`config.mk`:
```
export PLATFORM = sky130hd
export DESIGN_NAME = io_freeze_seq
export DESIGN_NICKNAME = d
export VERILOG_FILES = /design/src/rtl/io_frz_pkg.sv /design/src/rtl/io_frz_gap.sv /design/src/rtl/io_frz_chan.sv /design/src/rtl/io_frz_seq.sv /design/src/rtl/io_freeze_seq.sv
export SDC_FILE = /design/constraint.sdc
export NUM_CORES = 1
export LEC_CHECK = 0
export ABC_CLOCK_PERIOD_IN_PS = 3500
export BUFFER_PORTS_ARGS = -buffer_cell sky130_fd_sc_hd__buf_4
export CAP_MARGIN = 10
export CORE_ASPECT_RATIO = 0.9
export CORE_UTILIZATION = 45
export DETAILED_ROUTE_END_ITERATION = 10
export GPL_TIMING_DRIVEN = 0
export PLACE_DENSITY = 0.73
export SYNTH_ARGS = -nofsm -noshare
export SYNTH_HDL_FRONTEND = slang
export SYNTH_HIERARCHICAL = 1
export SYNTH_SLANG_ARGS = --single-unit
```
`constraint.sdc`:
```
create_clock -name clk_i -period 3.5 [get_ports clk_i]
set_input_delay 0.7 -clock clk_i [delete_from_list [all_inputs] [get_ports clk_i]]
set_output_delay 0.7 -clock clk_i [all_outputs]
set_load 0.02 [all_outputs]
```
`src/rtl/io_frz_pkg.sv`:
```
package io_frz_pkg;
  typedef enum logic {OP_FREEZE = 1'b0, OP_THAW = 1'b1} op_e;
  localparam int unsigned STEP_W = 2;
  function automatic logic [STEP_W-1:0] last_step(op_e op);
    return (op == OP_THAW) ? 2'd2 : 2'd1;
  endfunction
endpackage

```
`src/rtl/io_frz_gap.sv`:
```
module io_frz_gap #(
  parameter int unsigned GAP_CYC = 2
) (
  input  logic clk_i,
  input  logic rst_ni,
  input  logic load_i,
  output logic expired_o
);
  localparam int unsigned CNT_W = $clog2(GAP_CYC + 1);
  logic [CNT_W-1:0] cnt_q;

  always_ff @(posedge clk_i or negedge rst_ni) begin
    if (!rst_ni)              cnt_q <= '0;
    else if (load_i)          cnt_q <= CNT_W'(GAP_CYC);
    else if (cnt_q != '0)     cnt_q <= cnt_q - 1'b1;
  end

  assign expired_o = (cnt_q == CNT_W'(1));
endmodule

```
`src/rtl/io_frz_chan.sv`:
```
module io_frz_chan
  import io_frz_pkg::*;
(
  input  logic              clk_i,
  input  logic              rst_ni,
  input  logic              wr_i,
  input  op_e               op_i,
  input  logic [STEP_W-1:0] step_i,
  output logic              slew_o,
  output logic              pullup_o,
  output logic              tristate_o,
  output logic              bushold_o,
  output logic              cfgdone_o,
  output logic              frozen_o
);
  always_ff @(posedge clk_i or negedge rst_ni) begin
    if (!rst_ni) begin
      {slew_o, pullup_o, tristate_o, bushold_o, cfgdone_o} <= '0;
      frozen_o <= 1'b1;
    end else if (wr_i) begin
      if (op_i == OP_FREEZE) begin
        case (step_i)
          2'd0: {slew_o, pullup_o, tristate_o} <= '0;
          2'd1: begin {bushold_o, cfgdone_o} <= '0; frozen_o <= 1'b1; end
          default: ;
        endcase
      end else begin
        case (step_i)
          2'd0: {bushold_o, cfgdone_o} <= 2'b11;
          2'd1: {pullup_o, tristate_o} <= 2'b11;
          2'd2: begin slew_o <= 1'b1; frozen_o <= 1'b0; end
          default: ;
        endcase
      end
    end
  end


  bushold_after_slew_chk: assert property (@(posedge clk_i) disable iff (!rst_ni)
    $fell(bushold_o) |-> !slew_o && !tristate_o);

  slew_last_chk: assert property (@(posedge clk_i) disable iff (!rst_ni)
    $rose(slew_o) |-> $past(pullup_o) && $past(bushold_o));

  frozen_flag_chk: assert property (@(posedge clk_i) disable iff (!rst_ni)
    $rose(frozen_o) |-> !cfgdone_o && !slew_o);

  thawed_flag_chk: assert property (@(posedge clk_i) disable iff (!rst_ni)
    $fell(frozen_o) |-> slew_o && pullup_o && bushold_o);
endmodule

```
`src/rtl/io_frz_seq.sv`:
```
module io_frz_seq
  import io_frz_pkg::*;
#(
  parameter int unsigned N_CH = 3
) (
  input  logic              clk_i,
  input  logic              rst_ni,
  input  logic              freeze_req_i,
  input  logic              thaw_req_i,
  input  logic [N_CH-1:0]   ch_mask_i,
  input  logic [N_CH-1:0]   frozen_i,
  input  logic              expired_i,
  output logic              load_o,
  output logic [N_CH-1:0]   wr_o,
  output op_e               op_o,
  output logic [STEP_W-1:0] step_o,
  output logic              busy_o,
  output logic              src_sw_o
);
  localparam int unsigned CH_W = (N_CH > 1) ? $clog2(N_CH) : 1;
  typedef enum logic [1:0] {S_IDLE, S_SEL, S_WAIT} state_e;

  state_e            state_q;
  op_e               op_q;
  logic [N_CH-1:0]   pend_q;
  logic [CH_W-1:0]   ch_q, pick;
  logic [STEP_W-1:0] step_q;
  logic              found, redundant, is_last, start;

  always_comb begin
    found = 1'b0;
    pick  = '0;
    for (int i = N_CH - 1; i >= 0; i--) begin
      if (pend_q[i]) begin found = 1'b1; pick = CH_W'(i); end
    end
  end

  assign redundant = (op_q == OP_FREEZE) ? frozen_i[pick] : !frozen_i[pick];
  assign is_last   = (step_q == last_step(op_q));
  assign start     = (state_q == S_SEL) && found && !redundant;

  always_comb begin
    wr_o   = '0;
    step_o = '0;
    if (start) begin
      wr_o[pick] = 1'b1;
    end else if (state_q == S_WAIT && expired_i) begin
      wr_o[ch_q] = 1'b1;
      step_o     = step_q;
    end
  end

  assign load_o = start || (state_q == S_WAIT && expired_i && !is_last);
  assign op_o   = op_q;
  assign busy_o = (state_q != S_IDLE);

  always_ff @(posedge clk_i or negedge rst_ni) begin
    if (!rst_ni) begin
      state_q  <= S_IDLE;
      op_q     <= OP_FREEZE;
      pend_q   <= '0;
      ch_q     <= '0;
      step_q   <= '0;
      src_sw_o <= 1'b0;
    end else begin
      case (state_q)
        S_IDLE: if (freeze_req_i || thaw_req_i) begin
          op_q     <= freeze_req_i ? OP_FREEZE : OP_THAW;
          pend_q   <= ch_mask_i;
          src_sw_o <= 1'b1;
          state_q  <= S_SEL;
        end
        S_SEL: begin
          if (!found)        state_q <= S_IDLE;
          else if (redundant) pend_q[pick] <= 1'b0;
          else begin
            ch_q    <= pick;
            step_q  <= STEP_W'(1);
            state_q <= S_WAIT;
          end
        end
        S_WAIT: if (expired_i) begin
          if (is_last) begin
            pend_q[ch_q] <= 1'b0;
            state_q      <= S_SEL;
          end else begin
            step_q <= step_q + 1'b1;
          end
        end
        default: state_q <= S_IDLE;
      endcase
    end
  end


  src_hold_chk: assert property (@(posedge clk_i) disable iff (!rst_ni)
    !$fell(src_sw_o));

  one_writer_chk: assert property (@(posedge clk_i) disable iff (!rst_ni)
    $onehot0(wr_o));

  busy_rise_chk: assert property (@(posedge clk_i) disable iff (!rst_ni)
    (!busy_o && (freeze_req_i || thaw_req_i)) |=> busy_o && src_sw_o);

  busy_ignore_chk: assert property (@(posedge clk_i) disable iff (!rst_ni)
    (busy_o && state_q != S_IDLE) |=> $stable(op_q));
endmodule

```
`src/rtl/io_freeze_seq.sv`:
```
module io_freeze_seq
  import io_frz_pkg::*;
#(
  parameter int unsigned N_CH    = 3,
  parameter int unsigned GAP_CYC = 2
) (
  input  logic            clk_i,
  input  logic            rst_ni,
  input  logic            freeze_req_i,
  input  logic            thaw_req_i,
  input  logic [N_CH-1:0] ch_mask_i,
  output logic            src_sw_o,
  output logic            busy_o,
  output logic [N_CH-1:0] slew_o,
  output logic [N_CH-1:0] pullup_o,
  output logic [N_CH-1:0] tristate_o,
  output logic [N_CH-1:0] bushold_o,
  output logic [N_CH-1:0] cfgdone_o,
  output logic [N_CH-1:0] frozen_o
);
  logic              load, expired;
  logic [N_CH-1:0]   wr;
  op_e               op;
  logic [STEP_W-1:0] step;

  io_frz_gap #(.GAP_CYC(GAP_CYC)) u_gap (
    .clk_i, .rst_ni, .load_i(load), .expired_o(expired)
  );

  io_frz_seq #(.N_CH(N_CH)) u_seq (
    .clk_i, .rst_ni, .freeze_req_i, .thaw_req_i, .ch_mask_i,
    .frozen_i(frozen_o), .expired_i(expired), .load_o(load),
    .wr_o(wr), .op_o(op), .step_o(step), .busy_o, .src_sw_o
  );

  for (genvar c = 0; c < N_CH; c++) begin : g_ch
    io_frz_chan u_chan (
      .clk_i, .rst_ni, .wr_i(wr[c]), .op_i(op), .step_i(step),
      .slew_o(slew_o[c]), .pullup_o(pullup_o[c]), .tristate_o(tristate_o[c]),
      .bushold_o(bushold_o[c]), .cfgdone_o(cfgdone_o[c]), .frozen_o(frozen_o[c])
    );
  end
endmodule

```
==> results.toml <==
[place]
gp_congestion = 0.8461
postPlaceCellArea_sq_um = 1949
numPortBuffers = 26
hpwl_mm = 2.591

[critical_path]
slowest_stage = "o41ai_1"
crit_path_start_kind = "flip-flop"
cpPeakStageDelay_ns = 0.81
cp.required_ns = 3.66
crit_fanout = 9
cpLargestDelayFamily = "compound AO/OA/AOI/OAI gates"
path_class = "reg -> reg"
crit_top_cell = "o21ai_1"
worstPathArrival_ns = 2.96
cp_cell_sequence = "buf_2 > nor3b_1 > o21ai_1 > nand3_1 > a21oi_1 > o41ai_1 > nand2b_1 > o31ai_1 > o21ai_1"
worstSetupEndpointType = "flip-flop"
critPathBufInv = 1

[pwr]
leakage_nw = 0.9024
peakVddDrop_v = 0.0005101
p_per_area_nw_per_um2 = 811.7

[clock_network]
clk_pin_slew_worst_paths_ns = 0.09
cts_max_level = 1
cts_resized = 0
clockBufferDepth = 2
numCtsBuffers = 3
tritoncts = "done"
insertion_delay_ns = 0.27
root_buffer = "clkbuf_8"
hold_buffers = 0
post-cts-setup-buffers = 0
cts.sinks = 25

[route]
viasPerCell = 5.616
drcViolationCount = 0
drt_iter0_drc = 141
wirelength_mm = 3.533
wire_per_inst_um = 13.43
ant_nets = 0
vias = 1477
dr.pass1.iters = 4

[sta]
max_clock_freq_mhz = 357.8
setup_viol = 0
min_period_ns = 2.795
drv_slew = 0
setup_tns_ns = 0
rsz0062_at_grt = "false"
period_share_pct = 79.85
slew-limit-headroom_pct = 41.35
skew_ns = 0.002414
hold_viol = 0
worst_pin_slew_ns = 0.8684

[layout]
nets = 233
fin_util_pct = 57.45
antenna_cells = 0
drive_gt1_share_pct = 23.29
area_growth_pct = 17.60
fin_area_sq_um = 1998

[floorplan]
core_area_sq_um = 3478
dieWidth_um = 66.77
start_util_pct = 48.85
die_area_sq_um = 4026
floorplan.die.height_um = 60.30
row_count = 20
io_pins = 27

[synthesis]
async_flop_share_pct = 100.0
synth-seq-cells = 25
syn_area_per_cell_sq_um = 8.990
seq_area_frac_synth_pct = 37.04
synth_top_flop_cell = "dfrtp_1"
synth_nets = 202
ys_types = 43
synth-edff-count = 0
synth_cells = 189
yosys_warnings = 6
syn_area_sq_um = 1699

[outcome]
status = "completed"

[global_route]
grt_usage_pct = 19.61
grt_pass1_wl_mm = 5.899
grt_pass1_vias = 1285
grt_start_max_net_pins = 26
overflow = 0
antenna_found_initial = 0

[worst_hold_path]
hold_path_class = "in -> async"

[flow_run]
maxCapViolCount = 0
## metrics by stage
| stage | hold slack, ns | cells | power [mW] | setup WS (ns) |
|---|---|---|---|---|
| after floorplan | 0.4044 | 189 | 1.190 | 1.121 |
| after global placement | 0.4538 | 259 | 1.418 | 0.7746 |
| after detailed placement | 0.4632 | 259 | 1.437 | 0.7485 |
| after CTS | 0.3237 | 263 | 1.620 | 0.7349 |
| after global routing | 0.3233 | 263 | 1.763 | 0.4188 |
| final | 0.3157 | 263 | 1.622 | 0.7054 |
## cells in the mapped netlist, types with 4 or more instances
library cell,instances,area (sq um)
nor2_1,12,45.04
nand2b_1,11,68.82
nand3b_1,6,45.04
buf_4,9,67.56
nand3_1,5,25.02
o31ai_1,11,82.58
nor3b_1,4,30.03
o21ai_1,7,35.03
a31oi_1,6,37.54
dfrtp_1,22,550.5
o211ai_1,4,30.03
inv_1,16,60.06
a21oi_1,9,45.04
ha_1,6,75.07
o21ai_0,8,40.04
nand2_1,9,33.78
## metal layers
layer  track usage [%]  vias up  part of all wire (%)
met4             3.951        0                     0
met3             4.580        0                   5.0
met5                 0        -                     0
met2             31.60       40                    47
li1                  -      750                     -
met1             26.82      687                    48
## logic make-up (layout without fill, tap and decap cells)
family | after synthesis | after routing | share of synthesized area [%]
flip-flops | 25 | 25 | 37.04
XOR/XNOR | 1 | 1 | 0.5156
multiplexers | 1 | 1 | 0.6627
adder cells (fa/ha/maj) | 6 | 6 | 4.418
AO/OA/AOI/OAI | 65 | 65 | 27.25
AND/OR/NAND/NOR | 62 | 62 | 21.21
buffers and inverters | 29 | 59 | 8.910
## final cells by class
type	instances	area, sq um
buffer	13	91.34
multi-input combinational	135	918.4
inverter	16	60.06
clock inverter	1	7.507
clock buffer	3	41.29
sequential	25	629.4
timing repair buffer	26	195.2
fill	321	1480
tap	44	55.05
## layout by cell type (no fill, tap or decap), drive strengths merged, types with 3 or more instances in the layout
cell / instances
nand3b: 6
nand3: 5
o211ai: 4
dfstp: 3
o41ai: 4
nor3b: 4
ha: 6
inv: 16
o31ai: 11
a311oi: 3
a21o: 3
clkbuf: 5
and3: 3
dfrtp: 22
buf: 37
nand2b: 11
o21ai: 15
nand2: 9
a31oi: 6
o22a: 3
a21oi: 9
nor2: 12
## power by group
part / switching, mW / internal [mW]
sequential: 0.0956 / 0.374
clock: 0.0984 / 0.0808
combinational: 0.549 / 0.424
total: 0.743 / 0.879
## flip-flops by register name, indices dropped and copies added (netlist names), 2 cells and up
name	flops
g_ch.u_chan/slew_o	3
u_seq/step_q	2
u_gap/cnt_q	2
u_seq/pend_q	3
g_ch.u_chan/frozen_o	3
g_ch.u_chan/tristate_o	3
u_seq/state_q	2
g_ch.u_chan/cfgdone_o	3
u_seq/ch_q	2
## worst reg2reg max path, delay by kind of cell (launching register included)
kind	cells	cell delay, ns
compound gates	5	1.45
simple gates	3	0.71
flops	1	0.36
buf+inv	1	0.16
## path summary, 6_finish.rpt
kind / start / endpoint / slack [ns] / cells after the start
setup / recovery: u_seq/pend_q[0] / g_ch[0].u_chan/tristate_o / 0.71 / 9
hold / removal: rst_ni / g_ch[0].u_chan/tristate_o / 0.32 / 1
setup reg to reg: u_seq/pend_q[0] / g_ch[0].u_chan/tristate_o / 0.71 / 9
hold reg to reg: u_seq/src_sw_o / u_seq/src_sw_o / 0.48 / 1
max in group asynchronous: rst_ni / g_ch[2].u_chan/frozen_o / 2.89 / 1
min in group clk_i: u_seq/src_sw_o / u_seq/src_sw_o / 0.48 / 1
(Power assumes the default switching activity.)
